`src/rtl/pkt_frame_pkg.sv`:
```
package pkt_frame_pkg;

    typedef enum logic [2:0] {
        ST_HUNT,
        ST_KIND,
        ST_ADDR,
        ST_SIZE,
        ST_BODY,
        ST_CHECK,
        ST_TAIL
    } rx_state_e;

    // One byte through a CRC-8 register, most significant bit first.
    function automatic logic [7:0] crc8_byte(input logic [7:0] crc,
                                             input logic [7:0] din,
                                             input logic [7:0] poly);
        logic [7:0] c;
        c = crc ^ din;
        for (int i = 0; i < 8; i++) begin
            if (c[7]) c = {c[6:0], 1'b0} ^ poly;
            else      c = {c[6:0], 1'b0};
        end
        return c;
    endfunction

endpackage

```
`src/rtl/pkt_crc_acc.sv`:
```
module pkt_crc_acc #(
    parameter logic [7:0] POLY = 8'h07,
    parameter logic [7:0] INIT = 8'h00
) (
    input  logic       clk,
    input  logic       rst,
    input  logic       clr,
    input  logic       en,
    input  logic [7:0] din,
    output logic [7:0] crc
);
    import pkt_frame_pkg::*;

    logic [7:0] crc_d, crc_q;

    always_comb begin
        crc_d = crc_q;
        if (clr)     crc_d = INIT;
        else if (en) crc_d = crc8_byte(crc_q, din, POLY);
    end

    always_ff @(posedge clk) begin
        if (rst) crc_q <= INIT;
        else     crc_q <= crc_d;
    end

    assign crc = crc_q;
endmodule

```
`src/rtl/pkt_buf_port.sv`:
```
module pkt_buf_port #(
    parameter int AW = 10
) (
    input  logic          clk,
    input  logic          rst,
    input  logic          wr_en,
    input  logic [AW-1:0] wr_addr,
    input  logic [7:0]    wr_data,
    output logic          we,
    output logic [AW-1:0] addr,
    output logic [7:0]    data
);
    typedef struct packed {
        logic          we;
        logic [AW-1:0] addr;
        logic [7:0]    data;
    } port_t;

    port_t p_d, p_q;

    always_comb begin
        p_d    = p_q;
        p_d.we = wr_en;
        if (wr_en) begin
            p_d.addr = wr_addr;
            p_d.data = wr_data;
        end
    end

    always_ff @(posedge clk) begin
        if (rst) p_q <= '0;
        else     p_q <= p_d;
    end

    assign we   = p_q.we;
    assign addr = p_q.addr;
    assign data = p_q.data;
endmodule

```
`src/rtl/pkt_frame_rx.sv`:
```
module pkt_frame_rx #(
    parameter logic [7:0] SOF_BYTE   = 8'hA5,
    parameter logic [7:0] EOF_BYTE   = 8'h5A,
    parameter logic [7:0] CRC_POLY   = 8'h07,
    parameter logic [7:0] CRC_INIT   = 8'h00,
    parameter int         ADDR_BYTES = 3,
    parameter int         LEN_UNIT   = 4,
    parameter int         BUF_AW     = 10
) (
    input  logic                    clk,
    input  logic                    rst,
    input  logic                    rx_valid,
    input  logic [7:0]              rx_byte,
    output logic                    buf_we,
    output logic [BUF_AW-1:0]       buf_addr,
    output logic [7:0]              buf_data,
    output logic                    done,
    output logic                    ok,
    output logic [7:0]              msg_type,
    output logic [8*ADDR_BYTES-1:0] msg_addr,
    output logic [7:0]              msg_len
);
    import pkt_frame_pkg::*;

    localparam int ADDR_W = 8 * ADDR_BYTES;
    localparam int CW     = BUF_AW + 1;
    localparam int AIW    = (ADDR_BYTES > 1) ? $clog2(ADDR_BYTES) : 1;

    typedef struct packed {
        rx_state_e      st;
        logic [AIW-1:0] aidx;
        logic [CW-1:0]  cnt;
        logic [CW-1:0]  total;
        logic           crc_good;
        logic [7:0]     kind;
        logic [ADDR_W-1:0] addr;
        logic [7:0]     size;
        logic           done;
        logic           ok;
    } rx_reg_t;

    rx_reg_t r_d, r_q;
    logic       crc_clr, crc_en, wr_en;
    logic [7:0] crc_now;

    pkt_crc_acc #(.POLY(CRC_POLY), .INIT(CRC_INIT)) u_crc (
        .clk (clk),
        .rst (rst),
        .clr (crc_clr),
        .en  (crc_en),
        .din (rx_byte),
        .crc (crc_now)
    );

    pkt_buf_port #(.AW(BUF_AW)) u_port (
        .clk     (clk),
        .rst     (rst),
        .wr_en   (wr_en),
        .wr_addr (r_q.cnt[BUF_AW-1:0]),
        .wr_data (rx_byte),
        .we      (buf_we),
        .addr    (buf_addr),
        .data    (buf_data)
    );

    always_comb begin
        r_d      = r_q;
        r_d.done = 1'b0;
        crc_clr  = 1'b0;
        crc_en   = 1'b0;
        wr_en    = 1'b0;
        if (rx_valid) begin
            case (r_q.st)
                ST_HUNT: begin
                    if (rx_byte == SOF_BYTE) begin
                        crc_clr = 1'b1;
                        r_d.st  = ST_KIND;
                    end
                end
                ST_KIND: begin
                    crc_en   = 1'b1;
                    r_d.kind = rx_byte;
                    r_d.aidx = '0;
                    r_d.st   = ST_ADDR;
                end
                ST_ADDR: begin
                    crc_en   = 1'b1;
                    r_d.addr = (r_q.addr << 8) | ADDR_W'(rx_byte);
                    if (r_q.aidx == AIW'(ADDR_BYTES - 1)) r_d.st = ST_SIZE;
                    else r_d.aidx = r_q.aidx + 1'b1;
                end
                ST_SIZE: begin
                    crc_en    = 1'b1;
                    r_d.size  = rx_byte;
                    r_d.total = CW'((32'(rx_byte) + 1) * LEN_UNIT);
                    r_d.cnt   = '0;
                    r_d.st    = ST_BODY;
                end
                ST_BODY: begin
                    crc_en  = 1'b1;
                    wr_en   = 1'b1;
                    r_d.cnt = r_q.cnt + 1'b1;
                    if (r_q.cnt == r_q.total - 1'b1) r_d.st = ST_CHECK;
                end
                ST_CHECK: begin
                    r_d.crc_good = (rx_byte == crc_now);
                    r_d.st       = ST_TAIL;
                end
                ST_TAIL: begin
                    r_d.done = 1'b1;
                    r_d.ok   = r_q.crc_good && (rx_byte == EOF_BYTE);
                    r_d.st   = ST_HUNT;
                end
                default: r_d.st = ST_HUNT;
            endcase
        end
    end

    always_ff @(posedge clk) begin
        if (rst) begin
            r_q    <= '0;
            r_q.st <= ST_HUNT;
        end else begin
            r_q <= r_d;
        end
    end

    assign done     = r_q.done;
    assign ok       = r_q.ok;
    assign msg_type = r_q.kind;
    assign msg_addr = r_q.addr;
    assign msg_len  = r_q.size;
endmodule

```
`config.mk`:
```
export PLATFORM = sky130hd
export DESIGN_NAME = pkt_frame_rx
export DESIGN_NICKNAME = d
export VERILOG_FILES = /design/src/rtl/pkt_frame_pkg.sv /design/src/rtl/pkt_crc_acc.sv /design/src/rtl/pkt_buf_port.sv /design/src/rtl/pkt_frame_rx.sv
export SDC_FILE = /design/constraint.sdc
export NUM_CORES = 1
export LEC_CHECK = 0
export ABC_AREA = 0
export CAP_MARGIN = 10
export CORE_MARGIN = 2
export CORE_UTILIZATION = 54
export CTS_CLUSTER_DIAMETER = 100
export DETAILED_ROUTE_END_ITERATION = 6
export PLACE_DENSITY = 0.8
export SYNTH_ARGS = -nofsm -noshare
export SYNTH_HDL_FRONTEND = slang
export SYNTH_SLANG_ARGS = --single-unit
```
`constraint.sdc`:
```
create_clock -name clk -period 2.1 [get_ports clk]
set_input_delay 0.42 -clock clk [delete_from_list [all_inputs] [get_ports clk]]
set_output_delay 0.42 -clock clk [all_outputs]
set_load 0.005 [all_outputs]
```
==> results by group <==
Clocking
  – Post-CTS sizing: 0
  – CTS Buffer Depth: 2
  – Clock Latency Late Sink: 0.36 ns
  – Hold_buf cts: 0
  – Clock transition at the registers of the reported paths: 0.09 ns
  – CTS H-tree depth: 3
  – Root Driver: clkbuf_8
  – CTS Sinks: 95
  – TritonCTS clock tree: yes
  – TritonCTS Buffers: 9
  – Setup Buffers After CTS: 0

Logic synthesis
  – Post-synthesis net count: 596
  – Synth cell types: 51
  – Post-synthesis sequential area ratio: 40.9%
  – Top cells by area, synth: dfxtp_1, nand2_1, a21oi_1, buf_4, xnor2_1
  – Most common cell in the netlist: nand2_1
  – Post-synth EDFFs: 0
  – Synth cell count leaders: nand2_1, dfxtp_1, a21oi_1, buf_4, nor2_1
  – Asr flop ratio synth: 0%
  – Flops & latches, synth: 95
  – Commonest register cell after synthesis: dfxtp_1
  – Gate count after technology mapping: 576
  – Syn Area/Cell: 8.06 um2
  – Synth top area share: 40.9%
  – Post-Syn Area: 4640 um2
  – Biggest area consumer among synthesized cells: dfxtp_1
  – Yosys warning count: 0

Placed design
  – DP HPWL: 7680 um
  – IO buf count: 71
  – Routability cong.: 0.892

Detailed routing
  – DRT antenna net count: 0
  – Avg Vias per Cell: 5.40
  – First DRT Iteration DRCs: 288
  – DRT Pass-1 Iters: 4
  – DR DRC count: 0
  – Vias: 3912
  – Drt wl/cell: 14.8 um
  – Detailed Route WL: 10700 um

Die
  – Die Width: 96.7 um
  – Die Ht: 96.7 um
  – Die ar.: 9360 um2
  – Core Box Area: 8260 um2
  – IO Pins: 72
  – Rows: 33
  – Initial Util: 56.2%

Cells and area
  – Core Util, Final: 66.9%
  – Area delta synth->final: 18.9%
  – Share of cells above drive strength 1: 9.37%
  – # diodes: 0
  – Layout Nets: 635

Pwr
  – Psw: 714 uW
  – Reg power frac: 54.9%
  – Worst IR Drop VDD: 0.000387 V
  – Int Pwr: 2.56 mW
  – Sw Share: 21.8%
  – Part of the power in combinational logic: 6.3%
  – PwrDens: 594 nW/um2
  – Final Total Pwr: 3.28 mW
  – Leakage power: 1.96 nW
  – Clock Power Share: 38.8%

Worst setup path
  – Capturing point of the worst reg2reg path: r_q[58]$_SDFFE_PP0P_
  – Crit-path max FO: 8
  – FF-to-FF path depth: 5
  – Reg2Reg Launch Point: r_q[69]$_SDFFE_PP0P_
  – Critical path class: in -> reg
  – Setup slack, reg-to-reg: 0.33 ns
  – Kind of start point of the critical path: input pin
  – CP Capture Type: flip-flop
  – Worst EP arrival: 2.16 ns
  – Worst path required time: 2.39 ns

STA
  – Final Skew: 0.00497 ns
  – Final Setup Violations: 0
  – Tcrit/Tclk final: 89.3%
  – Max Slew Vio Count: 0
  – Worst-Margin Slew: 0.405 ns
  – Worst rel slew slack: 72.8%
  – Max Freq: 0.533 GHz
  – Tmin final: 1.88 ns
  – RSZ-0062 raised after global routing: no
  – Hold Vio Cnt, Final: 0

Global routing
  – M3 GR Usage: 3.61%
  – GR met1 Demand/Resource: 29.1%
  – Grt peak-use layer: met2
  – Largest net degree at the start of global routing: 89
  – Initial antenna violation count: 0
  – First-pass GRT wire length: 17700 um
  – GR Util All Layers: 22.7%
  – GR Util met2: 38.4%
  – GRT overflow: 0
  – Vias in the first global route: 3749

Min path
  – Worst hold-check path type: reg -> reg
  – Worst hold path cell count: 2
  – Hold Path Sink: u_port.addr[4]$_SDFFE_PP0P_
  – Hold Crit Start: u_port.addr[4]$_SDFFE_PP0P_

Run
  – Max-cap violation count: 0

Status
  – Status: completed
[placed cells by master, fill, tap and decap left out, types with 3 or more instances in the layout]
master,instances
nand2b_1,4
ha_1,9
a21oi_1,75
nand4_1,5
nand2_1,131
clkbuf_8,9
a211oi_1,8
inv_1,6
nor2b_1,4
clkdlybuf4s50_1,70
or3_1,6
dfxtp_1,95
buf_4,34
buf_12,3
and3_1,8
xnor2_1,23
nor2_1,40
nand3_1,16
clkbuf_1,3
xor2_1,13
o21ai_0,7
mux2i_1,6
[power by group through the flow]
stage                     Combinational, mW  Clock [mW]  Sequential, mW
after floorplan                       0.119           0            1.84
after global placement                0.198           0            1.84
after detailed placement              0.204           0            1.84
after CTS                             0.205        1.30            1.80
after global routing                  0.221        1.35            1.80
final                                 0.206        1.27            1.80
[critical path: stages]
cell and delay, ns:
clkdlybuf4s50_1 0.42, buf_4 0.18, xnor2_1 0.27, xor2_1 0.28, xor2_1 0.12, or3_1 0.32, a21oi_1 0.15
[per-layer routing]
layer | part of all wire [%] | vias up
li1 | - | 1951
met1 | 43 | 1831
met2 | 49 | 117
met3 | 5.9 | 13
met4 | 1.5 | 0
met5 | 0 | -
[state kept, by name (all words and copies together) (netlist names)]
register,count
done,1
msg_addr,24
msg_len,8
msg_type,8
ok,1
r_q,26
u_crc.crc,8
u_port.addr,10
u_port.data,8
u_port.we,1
[final cells by class]
cell class              count  area, um2
fillers                   689       2740
clock buffers              12        135
clock inverters             3       68.8
multi-input cells         395       2240
repair buffers            108       1020
inverters                   6       22.5
well taps                 105        131
flip-flops and latches     95       1900
[through the flow]
step / setup TNS [ns] / hold WS (ns) / setup WS [ns] / cell area (um2) / instances
after CTS: 0 / 0.460 / 0.242 / 5520 / 724
after detailed placement: -0.343 / 0.448 / -0.112 / 5320 / 709
final: 0 / 0.457 / 0.224 / 5520 / 724
after global placement: -0.0280 / 0.441 / -0.0280 / 5320 / 709
after global routing: 0 / 0.478 / 0.126 / 5520 / 724
after floorplan: 0 / 0.437 / 0.371 / 4640 / 576
[how the worst max path moves through the flow]
stage / startpoint / endpoint / cells after the start
2_1_floorplan: rx_byte[1] / r_q[67]$_SDFFE_PP0P_ / 8
3_3_place_gp: rx_byte[0] / r_q[67]$_SDFFE_PP0P_ / 7
3_5_place_dp: rx_byte[0] / r_q[67]$_SDFFE_PP0P_ / 7
4_1_cts: rx_byte[0] / u_crc.crc[2]$_SDFFE_PP0P_ / 7
5_1_grt: rx_byte[0] / u_crc.crc[2]$_SDFFE_PP0P_ / 7
6_report: rx_byte[0] / u_crc.crc[2]$_SDFFE_PP0P_ / 7
[logic make-up after synthesis]
| logic type | count (synthesis) | share of synthesized area [%] |
|---|---|---|
| AO/OA/AOI/OAI | 110 | 13.7 |
| XOR/XNOR | 40 | 8.65 |
| adder cells (fa/ha/maj) | 9 | 2.42 |
| buffers and inverters | 86 | 10.8 |
| flip-flops | 95 | 40.9 |
| multiplexers | 7 | 1.62 |
| AND/OR/NAND/NOR | 229 | 21.8 |
(Power assumes the default switching activity.)
